## config.mk

```make
export PLATFORM = sky130hd
export DESIGN_NAME = phy_bringup_seq
export DESIGN_NICKNAME = d
export VERILOG_FILES = /design/src/rtl/phy_seq_pkg.sv /design/src/rtl/phy_seq_rst_sync.sv /design/src/rtl/phy_seq_poll_ctr.sv /design/src/rtl/phy_seq_id_chk.sv /design/src/rtl/phy_seq_fsm.sv /design/src/rtl/phy_bringup_seq.sv
export SDC_FILE = /design/constraint.sdc
export NUM_CORES = 1
export LEC_CHECK = 0
export BUFFER_PORTS_ARGS = -buffer_cell sky130_fd_sc_hd__buf_2
export CORE_MARGIN = 2
export CORE_UTILIZATION = 55
export DETAILED_ROUTE_END_ITERATION = 12
export GPL_TIMING_DRIVEN = 0
export PLACE_DENSITY = 0.83
export SETUP_SLACK_MARGIN = 0.3
export SLEW_MARGIN = 20
export SYNTH_ARGS = -nofsm -noshare
export SYNTH_HDL_FRONTEND = slang
export SYNTH_SLANG_ARGS = --single-unit
```

## constraint.sdc

```tcl
create_clock -name clk -period 4.11 [get_ports clk]
set_input_delay 0.2055 -clock clk [delete_from_list [all_inputs] [get_ports clk]]
set_output_delay 0.2055 -clock clk [all_outputs]
set_load 0.01 [all_outputs]
```

## src/rtl/phy_seq_pkg.sv

```systemverilog
package phy_seq_pkg;

  typedef enum logic [2:0] {
    S_IDLE, S_RST, S_POLL, S_IDH, S_IDL, S_MODE, S_STAT, S_DONE
  } seq_state_t;

  typedef enum logic [1:0] {
    LM_AUTO = 2'd0, LM_100FD = 2'd1, LM_10FD = 2'd2, LM_AUTO2 = 2'd3
  } link_mode_t;

  localparam logic [4:0]  REG_CTRL  = 5'd0;
  localparam logic [4:0]  REG_ID_HI = 5'd2;
  localparam logic [4:0]  REG_ID_LO = 5'd3;
  localparam logic [15:0] CTRL_SRST = 16'h8000;

  function automatic logic [15:0] mode_word(input link_mode_t m);
    case (m)
      LM_100FD: mode_word = 16'h2100;
      LM_10FD:  mode_word = 16'h0100;
      default:  mode_word = 16'h1200;
    endcase
  endfunction

endpackage

```

## src/rtl/phy_seq_rst_sync.sv

```systemverilog
module phy_seq_rst_sync #(
  parameter int STAGES = 2
) (
  input  logic clk,
  input  logic rst_n,
  output logic rst_n_sync
);
  logic [STAGES-1:0] sh;

  always_ff @(posedge clk or negedge rst_n) begin
    if (!rst_n) sh <= '0;
    else        sh <= {sh[STAGES-2:0], 1'b1};
  end

  assign rst_n_sync = sh[STAGES-1];
endmodule

```

## src/rtl/phy_seq_poll_ctr.sv

```systemverilog
module phy_seq_poll_ctr #(
  parameter int POLL_MAX = 1000
) (
  input  logic clk,
  input  logic rst_n,
  input  logic clr,
  input  logic inc,
  output logic last
);
  localparam int CW = $clog2(POLL_MAX + 1);
  logic [CW-1:0] cnt;
  logic [CW-1:0] cnt_d;
  logic          cnt_en;

  always_comb begin
    cnt_en = clr | inc;
    cnt_d  = clr ? '0 : cnt + 1'b1;
  end

  always_ff @(posedge clk or negedge rst_n) begin
    if (!rst_n)      cnt <= '0;
    else if (cnt_en) cnt <= cnt_d;
  end

  assign last = (cnt == CW'(POLL_MAX - 1));
endmodule

```

## src/rtl/phy_seq_id_chk.sv

```systemverilog
module phy_seq_id_chk #(
  parameter logic [31:0] EXPECT_ID = 32'h0243_8C20
) (
  input  logic        clk,
  input  logic        rst_n,
  input  logic        cap_hi,
  input  logic [15:0] rdata,
  output logic        id_ok
);
  logic [15:0] hi_q;

  always_ff @(posedge clk or negedge rst_n) begin
    if (!rst_n)      hi_q <= '0;
    else if (cap_hi) hi_q <= rdata;
  end

  assign id_ok = ({hi_q, rdata} == EXPECT_ID);
endmodule

```

## src/rtl/phy_seq_fsm.sv

```systemverilog
module phy_seq_fsm
  import phy_seq_pkg::*;
(
  input  logic       clk,
  input  logic       rst_n,
  input  logic       launch,
  input  logic       ack,
  input  logic       rd_busy,
  input  logic       poll_last,
  input  logic       id_ok,
  output seq_state_t state
);
  seq_state_t state_d;

  always_comb begin
    state_d = state;
    case (state)
      S_IDLE, S_DONE: if (launch) state_d = S_RST;
      S_RST:  if (ack) state_d = S_POLL;
      S_POLL: if (ack) begin
                if (!rd_busy)      state_d = S_IDH;
                else if (poll_last) state_d = S_DONE;
              end
      S_IDH:  if (ack) state_d = S_IDL;
      S_IDL:  if (ack) state_d = id_ok ? S_MODE : S_DONE;
      S_MODE: if (ack) state_d = S_STAT;
      S_STAT: if (ack) state_d = S_DONE;
      default: state_d = S_IDLE;
    endcase
  end

  always_ff @(posedge clk or negedge rst_n) begin
    if (!rst_n) state <= S_IDLE;
    else        state <= state_d;
  end
endmodule

```

## src/rtl/phy_bringup_seq.sv

```systemverilog
module phy_bringup_seq
  import phy_seq_pkg::*;
#(
  parameter logic [31:0] EXPECT_ID = 32'h0243_8C20,
  parameter int          POLL_MAX  = 1000,
  parameter logic [4:0]  STAT_REG  = 5'd17
) (
  input  logic        clk,
  input  logic        rst_n,
  input  logic        start,
  input  logic [1:0]  mode_sel,
  output logic        mdio_req,
  output logic        mdio_wr,
  output logic [4:0]  mdio_phy,
  output logic [4:0]  mdio_reg,
  output logic [15:0] mdio_wdata,
  input  logic        mdio_ack,
  input  logic [15:0] mdio_rdata,
  output logic        done,
  output logic        id_err,
  output logic        tmo_err,
  output logic [15:0] status
);
  seq_state_t state;
  link_mode_t mode_q;
  logic       rst_n_i;
  logic       launch, poll_last, id_ok;
  logic       poll_busy_ack, tmo_hit, id_bad, stat_ld;

  phy_seq_rst_sync #(.STAGES(2)) u_rst (
    .clk(clk), .rst_n(rst_n), .rst_n_sync(rst_n_i)
  );

  assign launch        = start & ((state == S_IDLE) | (state == S_DONE));
  assign poll_busy_ack = (state == S_POLL) & mdio_ack & mdio_rdata[15];
  assign tmo_hit       = poll_busy_ack & poll_last;
  assign id_bad        = (state == S_IDL) & mdio_ack & ~id_ok;
  assign stat_ld       = (state == S_STAT) & mdio_ack;

  phy_seq_fsm u_fsm (
    .clk(clk), .rst_n(rst_n_i), .launch(launch), .ack(mdio_ack),
    .rd_busy(mdio_rdata[15]), .poll_last(poll_last), .id_ok(id_ok),
    .state(state)
  );

  phy_seq_poll_ctr #(.POLL_MAX(POLL_MAX)) u_poll (
    .clk(clk), .rst_n(rst_n_i), .clr(launch), .inc(poll_busy_ack),
    .last(poll_last)
  );

  phy_seq_id_chk #(.EXPECT_ID(EXPECT_ID)) u_id (
    .clk(clk), .rst_n(rst_n_i), .cap_hi((state == S_IDH) & mdio_ack),
    .rdata(mdio_rdata), .id_ok(id_ok)
  );

  always_ff @(posedge clk or negedge rst_n_i) begin
    if (!rst_n_i)    mode_q <= LM_AUTO;
    else if (launch) mode_q <= link_mode_t'(mode_sel);
  end

  always_ff @(posedge clk or negedge rst_n_i) begin
    if (!rst_n_i) begin
      tmo_err <= 1'b0;
      id_err  <= 1'b0;
    end else if (launch) begin
      tmo_err <= 1'b0;
      id_err  <= 1'b0;
    end else begin
      if (tmo_hit) tmo_err <= 1'b1;
      if (id_bad)  id_err  <= 1'b1;
    end
  end

  always_ff @(posedge clk or negedge rst_n_i) begin
    if (!rst_n_i)     status <= '0;
    else if (launch)  status <= '0;
    else if (stat_ld) status <= mdio_rdata;
  end

  always_comb begin
    mdio_req   = 1'b1;
    mdio_wr    = 1'b0;
    mdio_phy   = 5'd0;
    mdio_reg   = REG_CTRL;
    mdio_wdata = '0;
    case (state)
      S_RST:  begin mdio_wr = 1'b1; mdio_wdata = CTRL_SRST; end
      S_POLL: mdio_reg = REG_CTRL;
      S_IDH:  mdio_reg = REG_ID_HI;
      S_IDL:  mdio_reg = REG_ID_LO;
      S_MODE: begin mdio_wr = 1'b1; mdio_wdata = mode_word(mode_q); end
      S_STAT: mdio_reg = STAT_REG;
      default: mdio_req = 1'b0;
    endcase
  end

  assign done = (state == S_DONE);
endmodule

```

==> results of run 1 <==
-- cells in the mapped netlist (4+ instances only) --
cell type,instances
nand2_1,39
nand4_1,6
buf_2,9
nand3_1,8
nor2_1,13
inv_1,4
xor2_1,7
nor4b_1,6
mux2_1,18
a21oi_1,22
buf_4,19
and3_1,5
dfrtp_1,51
-- through the flow --
step	power (mW)	hold WS, ns
2_1_floorplan	1.29	-0.0901
4_1_cts	1.84	0.115
3_5_place_dp	1.56	-0.00743
3_3_place_gp	1.51	-0.0102
5_1_grt	1.97	0.121
6_report	1.83	0.121
-- final cells by class --
cell class	count	area share
inverter	5	0.00621
buffer	31	0.0658
timing repair buffer	52	0.0952
sequential	51	0.422
clock buffer	6	0.0240
multi-input combinational	180	0.360
tap	52	0.0215
clock inverter	2	0.00538
-- cells by family (layout without fill, tap and decap cells) --
| group | after synthesis | count (layout) | synth area share |
|---|---|---|---|
| multiplexers | 19 | 19 | 0.0845 |
| other | 2 | 19 | 0.00298 |
| adder cells (fa/ha/maj) | 2 | 2 | 0.00994 |
| flip-flops | 51 | 51 | 0.507 |
| AO/OA/AOI/OAI | 37 | 37 | 0.0880 |
| AND/OR/NAND/NOR | 96 | 96 | 0.197 |
| XOR/XNOR | 7 | 7 | 0.0244 |
| buffers and inverters | 36 | 96 | 0.0865 |
-- layout by cell type, fill, tap and decap left out, drive strengths merged, types with 2 or more instances in the layout --
cell type,synthesis,routed
nand4,6,6
and2,3,3
o21a,2,2
clkbuf,3,9
nor2,13,13
nor4,2,2
nor4b,6,6
o21ai,3,3
and3,5,5
mux2,18,18
xor2,7,7
dfrtp,51,51
inv,5,6
nor3,3,3
conb,2,19
nand3,8,8
ha,2,2
a21oi,22,22
or3,2,2
buf,28,79
nor2b,2,2
nand2,39,39
a31oi,2,2
-- path summary, 6_finish.rpt --
path | start | end | slack, ns | cells past startpoint
setup reg to reg | u_fsm.state[2] | u_id.hi_q[10] | 2.27 | 4
hold reg to reg | u_rst.sh[1] | u_id.hi_q[5] | 0.28 | 0
hold / removal | mode_sel[1] | mode_q[1] | 0.12 | 2
min in group asynchronous | rst_n | u_rst.sh[1] | 0.21 | 2
setup / recovery | u_fsm.state[2] | u_id.hi_q[10] | 2.27 | 4
max in group asynchronous | u_rst.sh[1] | status[13] | 3.30 | 1
-- flip-flops by register name (all words and copies together) (netlist names) --
name / cells
status: 16
u_id.hi_q: 16
u_poll.cnt: 10
u_fsm.state: 3
mode_q: 2
u_rst.sh: 2
id_err: 1
tmo_err: 1
-- critical path, cell delays in order, from the launching register on --
cell	delay, ns
dfrtp_1	0.43
clkbuf_1	0.33
nand4b_2	0.31
buf_2	0.29
mux2_1	0.35
-- metal layers --
metal / GRT usage / vias to the layer above
li1: - / 991
met5: 0 / -
met3: 0.0394 / 12
met1: 0.291 / 958
met4: 0.0755 / 0
met2: 0.353 / 78
-- what timing repair did --
item,CTS,global route
endpoints found under the setup margin,0,0
gates resized for setup,0,0
endpoints found under the hold margin,2,0
hold buffers,1,0
-- power groups by stage --
stage	combinational [mW]	sequential, mW	clock [mW]
2_1_floorplan	0.452	0.834	0
3_3_place_gp	0.703	0.810	0
3_5_place_dp	0.737	0.820	0
4_1_cts	0.738	0.810	0.296
5_1_grt	0.818	0.831	0.316
6_report	0.734	0.809	0.288
==> results.yml, run 1 <==
synth:
  synth_top_area_frac: 0.507
  synth-seq-area-share: 0.507
  synth-async-reset-ratio: 1.00
  synth_area_leaders: "dfrtp_1, mux2_1, nand2_1, buf_4, a21oi_1"
  synth-edff-count: 0
  ys_ff_latch: 51
  yosys_most_used_dff: "dfrtp_1"
  yosysTopAreaCell: "dfrtp_1"
  ys_warn_count: 0
  synthesis.area_sq_um: 2520
  syn_area_per_cell_sq_um: 10.1
  synth_cell_types: 42
  syn_inst: 250
global_routing:
  grt_remaining_overflow: 0
  grt_first_pass_wirelength_microns: 8710
  grt_pass1_vias: 1872
  antenna_found_initial: 0
  grt_max_degree: 26
  groute.usage.overall: 0.216
timing:
  setup_violations: 0
  min_period_ns: 1.84
  fin_skew_ns: 0.00520
  timing.setup.tns_ns: 0
  drv_slew: 0
  worst_pin_slew_ns: 0.602
  min_period_over_period: 0.447
  rsz0062_at_grt: "no"
  worst_slack_ns: 2.27
  fmaxAchievable_mhz: 545
  hold_viol_final: 0
  relSlewSlack: 0.599
routing:
  drc: 0
  drt_wl_total_microns: 5270
  antenna_left: 0
  vias_per_cell: 5.38
  vias: 2039
  drtIter0Drc: 156
  route.met2.wl_microns: 2590
  route.met3.wl_microns: 323
  route.layer.met1.wl_microns: 2250
  top_layer: "met4"
  firstDrtPassIters: 4
  routedWlPerCell_microns: 13.9
final_layout:
  final_util: 0.690
  final_cells: 379
  area.sequential_sq_um: 1280
  areaGrowthSynthToFinish_pct: 20.1
  final_cell_area_sq_um: 3020
  multi_input_area_sq_um: 1090
  drive_gt1_frac: 0.272
  fillerInstances: 339
  fin_nets: 350
  antennaDiodeCount: 0
clock_network:
  cts_tree: "built"
  path_clk_slew_ns: 0.09
  cts_buffers: 5
  worstSkewPairLatency_ns: 0.30
  clock-sinks: 51
  post_cts_buffers: 0
  clock_path_buffers: 2
  h-tree-depth: 2
  cts-root-buf: "clkbuf_8"
pwr:
  sequentialPowerShare: 0.442
  power_frac_clock: 0.157
  p_int_mw: 1.14
  comb_power_share: 0.401
  ir_drop_mv: 0.439
  switching_share: 0.379
  p_leak_nw: 1.52
  p_per_area_nw_per_um2: 606
  p_switching_uw: 694
die:
  io_pins: 69
  rows: 24
  start_util: 0.574
  coreArea_sq_um: 4380
  die_area_sq_um: 5130
  dieHeight_microns: 71.7
  die_x_microns: 71.7
critical_path:
  endpoint_kind: "register"
  cp.required_ns: 4.30
  arrival_ns: 2.02
  critPathMaxFanout: 10
  crit_path_start_kind: "register"
  critPathKind: "register to register"
placement:
  place_area_sq_um: 2930
  place.gp.congestion: 0.818
  dp_slack_ns: 2.29
  dp_cells: 370
  portBuffers: 50
  dp_hpwl_microns: 4060
min_path:
  hp-class: "input pin to register"
status:
  status: "complete, no violations"
run:
  drv_cap: 0
Power figures use the tool's default switching activity.
==> inputs of run 2 (changes only) <==
- CORE_UTILIZATION: 55 -> 52
- PLACE_DENSITY: 0.83 -> 0.79
- clock period: 4.11 -> 1.8 ns (I/O delays scaled with it)
==> results.yml, run 2 (same netlist as run 1, synthesis figures left out) <==
pwr:
  p_per_area_nw_per_um2: 1410
  p_leak_nw: 1.72
  ir_drop_mv: 0.984
timing:
  min_period_over_period: 0.924
  hold_viol_final: 0
  min_period_ns: 1.66
  rsz0062_at_grt: "yes"
  setup_violations: 0
  relSlewSlack: 0.573
  worst_slack_ns: 0.136
  fin_skew_ns: 0.00534
  fmaxAchievable_mhz: 601
  worst_pin_slew_ns: 0.641
  timing.setup.tns_ns: 0
  drv_slew: 0
die:
  die_x_microns: 73.6
  dieHeight_microns: 73.6
  die_area_sq_um: 5410
  coreArea_sq_um: 4690
  start_util: 0.537
  io_pins: 69
  rows: 25
critical_path:
  arrival_ns: 1.87
  cp.required_ns: 2.01
  crit_path_start_kind: "register"
  endpoint_kind: "register"
  critPathKind: "register to register"
  critPathMaxFanout: 8
placement:
  dp_slack_ns: 0.0670
  portBuffers: 50
  dp_hpwl_microns: 3770
  place.gp.congestion: 0.880
clock_network:
  h-tree-depth: 2
  worstSkewPairLatency_ns: 0.31
  cts_tree: "built"
  clock_path_buffers: 2
  path_clk_slew_ns: 0.09
  cts_buffers: 5
  cts-root-buf: "clkbuf_8"
  clock-sinks: 51
routing:
  antenna_left: 0
  vias: 2213
  vias_per_cell: 5.42
  firstDrtPassIters: 4
  drc: 0
  routedWlPerCell_microns: 15.3
  drtIter0Drc: 149
  drt_wl_total_microns: 6240
global_routing:
  grt_remaining_overflow: 0
  groute.usage.overall: 0.227
  antenna_found_initial: 0
  grt_first_pass_wirelength_microns: 9290
  grt_max_degree: 50
  grt_pass1_vias: 1939
final_layout:
  areaGrowthSynthToFinish_pct: 39.2
  layout_common_cells: "buf_2, dfrtp_1, buf_4"
  fin_nets: 377
  final_common_cell: "buf_2"
  fillerInstances: 327
  reg_top3: "status (16), u_id.hi_q (16), u_poll.cnt (10)"
  antennaDiodeCount: 0
  drive_gt1_frac: 0.418
run:
  drv_cap: 0
status:
  status: "complete, no violations"
min_path:
  hp-class: "input pin to register"
run 2: cell types whose count changed in the layout (fill, tap and decap cells not counted), sizes merged:
cell / previous run / this run
clkinv: 0 / 1
inv: 6 / 5
clkbuf: 9 / 11
buf: 79 / 104
clkinvlp: 1 / 0
dlygate4sd3: 1 / 2
run 2: what timing repair did:
action                     CTS  global route
cloned                       0             2
setup endpoints to repair   43            44
setup buffers               14            11
hold buffers                 2             0
pin swaps                    6             5
resized for setup           21            44
hold endpoints to repair     3             0
run 2: critical path: stages (launching register included):
cell and delay, ns:
dfrtp_1 0.38, buf_6 0.14, and4bb_1 0.30, buf_6 0.13, buf_4 0.11, nand3_2 0.10, o21a_1 0.22, o21a_1 0.18
run 2: worst paths after layout:
| check | from | to | slack, ns | cells after the start |
|---|---|---|---|---|
| worst max-delay path | u_fsm.state[0] | u_poll.cnt[9] | 0.14 | 7 |
| worst min-delay path | mode_sel[0] | mode_q[0] | 0.02 | 2 |
| worst max register to register | u_fsm.state[0] | u_poll.cnt[9] | 0.14 | 7 |
| worst min register to register | u_rst.sh[1] | status[10] | 0.35 | 0 |
| max in group asynchronous | u_rst.sh[1] | u_fsm.state[2] | 0.97 | 0 |
| min in group asynchronous | rst_n | u_rst.sh[1] | 0.08 | 2 |
run 2: per-stage QoR:
stage | area (sq um) | hold WS, ns | total power, mW | utilization | std cells
2_1_floorplan | 2600 | -0.206 | 2.97 | - | 267
3_3_place_gp | 2920 | -0.125 | 3.49 | 0.622 | 371
3_5_place_dp | 2920 | -0.122 | 3.55 | 0.622 | 371
4_1_cts | 3200 | 0.00301 | 4.43 | 0.683 | 395
5_1_grt | 3500 | 0.00791 | 5.27 | 0.747 | 408
6_report | 3500 | 0.0158 | 4.95 | 0.747 | 408
run 2: cell type report:
type / count / area, sq um / area share
Sequential cell: 51 / 1280 / 0.366
Multi-Input combinational cell: 180 / 1230 / 0.352
Timing Repair Buffer: 79 / 527 / 0.150
Buffer: 31 / 275 / 0.0785
Clock buffer: 7 / 86.3 / 0.0246
Tap cell: 54 / 67.6 / 0.0193
Inverter: 5 / 21.3 / 0.00607
Clock inverter: 1 / 8.76 / 0.00250
run 2: routing by layer:
layer,up-vias,wire length [microns],global-route usage
met3,8,364,0.0521
met1,1086,2670,0.317
met2,80,3120,0.347
met4,0,85,0.0808
li1,1039,-,-
met5,-,0,0
run 2: power by group:
part | switching [mW] | internal (mW) | total [mW]
Sequential | 0.263 | 1.59 | 1.85
Clock | 0.382 | 0.316 | 0.698
Combinational | 1.19 | 1.21 | 2.40
==> inputs of run 3 (changes only) <==
- RECOVER_POWER: unset -> 50
==> results.yml, run 3 (same netlist as run 1, synthesis figures left out) <==
global_routing:
  busiest_layer: "met2"
  grt_remaining_overflow: 0
  groute.usage.overall: 0.227
  grt_pass1_vias: 1939
  use_met3: 0.0521
  grt_use_met1: 0.317
  antenna_found_initial: 0
  grt_max_degree: 50
  grt_use_met2: 0.347
  grt_first_pass_wirelength_microns: 9290
critical_path:
  arrival_ns: 1.87
  crit_path_start_kind: "register"
  critPathKind: "register to register"
  endpoint_kind: "register"
  critPathMaxFanout: 8
  cp.required_ns: 2.01
routing:
  drc: 0
  routedWlPerCell_microns: 15.2
  drtIter0Drc: 166
  firstDrtPassIters: 4
  vias: 2198
  vias_per_cell: 5.39
  drt_wl_total_microns: 6220
  antenna_left: 0
placement:
  portBuffers: 50
  dp_hpwl_microns: 3770
  dp_slack_ns: 0.0670
  place.gp.congestion: 0.880
  dp_cells: 371
  place_area_sq_um: 2920
final_layout:
  areaGrowthSynthToFinish_pct: 38.3
  fin_nets: 377
  layout_common_cells: "dfrtp_1, buf_4, nand2_1"
  multi_input_area_sq_um: 1230
  final_cells: 408
  final_common_cell: "dfrtp_1"
  fillerInstances: 337
  final_util: 0.742
  final_cell_area_sq_um: 3480
  antennaDiodeCount: 0
  reg_top3: "status (16), u_id.hi_q (16), u_poll.cnt (10)"
  drive_gt1_frac: 0.370
  area.sequential_sq_um: 1280
die:
  io_pins: 69
  die_area_sq_um: 5410
  coreArea_sq_um: 4690
  rows: 25
  start_util: 0.537
  die_x_microns: 73.6
  dieHeight_microns: 73.6
clock_network:
  worstSkewPairLatency_ns: 0.30
  cts_tree: "built"
  h-tree-depth: 2
  cts_buffers: 5
  path_clk_slew_ns: 0.09
  clock-sinks: 51
  cts-root-buf: "clkbuf_8"
  clock_path_buffers: 2
timing:
  drv_slew: 0
  min_period_over_period: 0.926
  fmaxAchievable_mhz: 600
  worst_pin_slew_ns: 1.07
  fin_skew_ns: 0.00346
  hold_viol_final: 0
  timing.setup.tns_ns: 0
  min_period_ns: 1.67
  rsz0062_at_grt: "yes"
  relSlewSlack: 0.290
  worst_slack_ns: 0.134
  timing.hold.ws_ns: 0.0169
  setup_violations: 0
status:
  status: "complete, no violations"
pwr:
  power.total_mw: 4.91
  ir_drop_mv: 0.983
  p_per_area_nw_per_um2: 1410
  p_leak_nw: 1.65
run:
  drv_cap: 0
min_path:
  hp-class: "input pin to register"
## run 3: cell types whose count changed in the layout (fill, tap and decap cells not counted)
| cell | previous run | this run |
|---|---|---|
| dfrtp_4 | 1 | 0 |
| buf_2 | 51 | 34 |
| clkbuf_1 | 2 | 19 |
| dfrtp_2 | 3 | 4 |
## run 3: timing repair
action,4_1_cts,5_1_grt
pin swaps,6,5
gates resized for setup,21,44
hold endpoints to repair,3,0
hold buffers,2,0
setup endpoints to repair,43,44
setup buffers,14,11
gates cloned,0,2
## run 3: path summary, 6_finish.rpt
kind | end | cells after the start | start | slack (ns)
worst max-delay path | u_poll.cnt[9] | 7 | u_fsm.state[0] | 0.13
worst min-delay path | mode_q[0] | 2 | mode_sel[0] | 0.02
worst max register to register | u_poll.cnt[9] | 7 | u_fsm.state[0] | 0.13
worst min register to register | u_rst.sh[1] | 0 | u_rst.sh[0] | 0.35
max in group asynchronous | u_fsm.state[2] | 0 | u_rst.sh[1] | 0.60
min in group asynchronous | u_rst.sh[0] | 2 | rst_n | 0.08
## run 3: worst max-delay path, cell delays in order (launching register included)
cell	delay, ns
dfrtp_1	0.38
buf_6	0.14
and4bb_1	0.30
buf_6	0.13
buf_4	0.11
nand3_2	0.10
o21a_1	0.22
o21a_1	0.18
## run 3: routing by layer
metal	vias to the layer above	wire length, microns	share of wire
met1	1071	2670	0.43
met2	76	3120	0.50
li1	1043	-	-
met5	-	0	0
met4	0	85	0.014
met3	8	347	0.056
## run 3: area by class of cell
class | instances | area share
inverters | 5 | 0.00611
clock buffers | 7 | 0.0248
plain buffers | 31 | 0.0791
repair buffers | 79 | 0.145
well taps | 54 | 0.0194
multi-input cells | 180 | 0.355
clock inverters | 1 | 0.00252
flip-flops and latches | 51 | 0.368
## run 3: power by group
group          internal [mW]  total, mW  leakage, nW  switching (mW)
logic                   1.16       2.35        0.953            1.19
clock network          0.316      0.698       0.0484           0.382
registers               1.59       1.86        0.648           0.268
total                   3.07       4.91         1.65            1.84
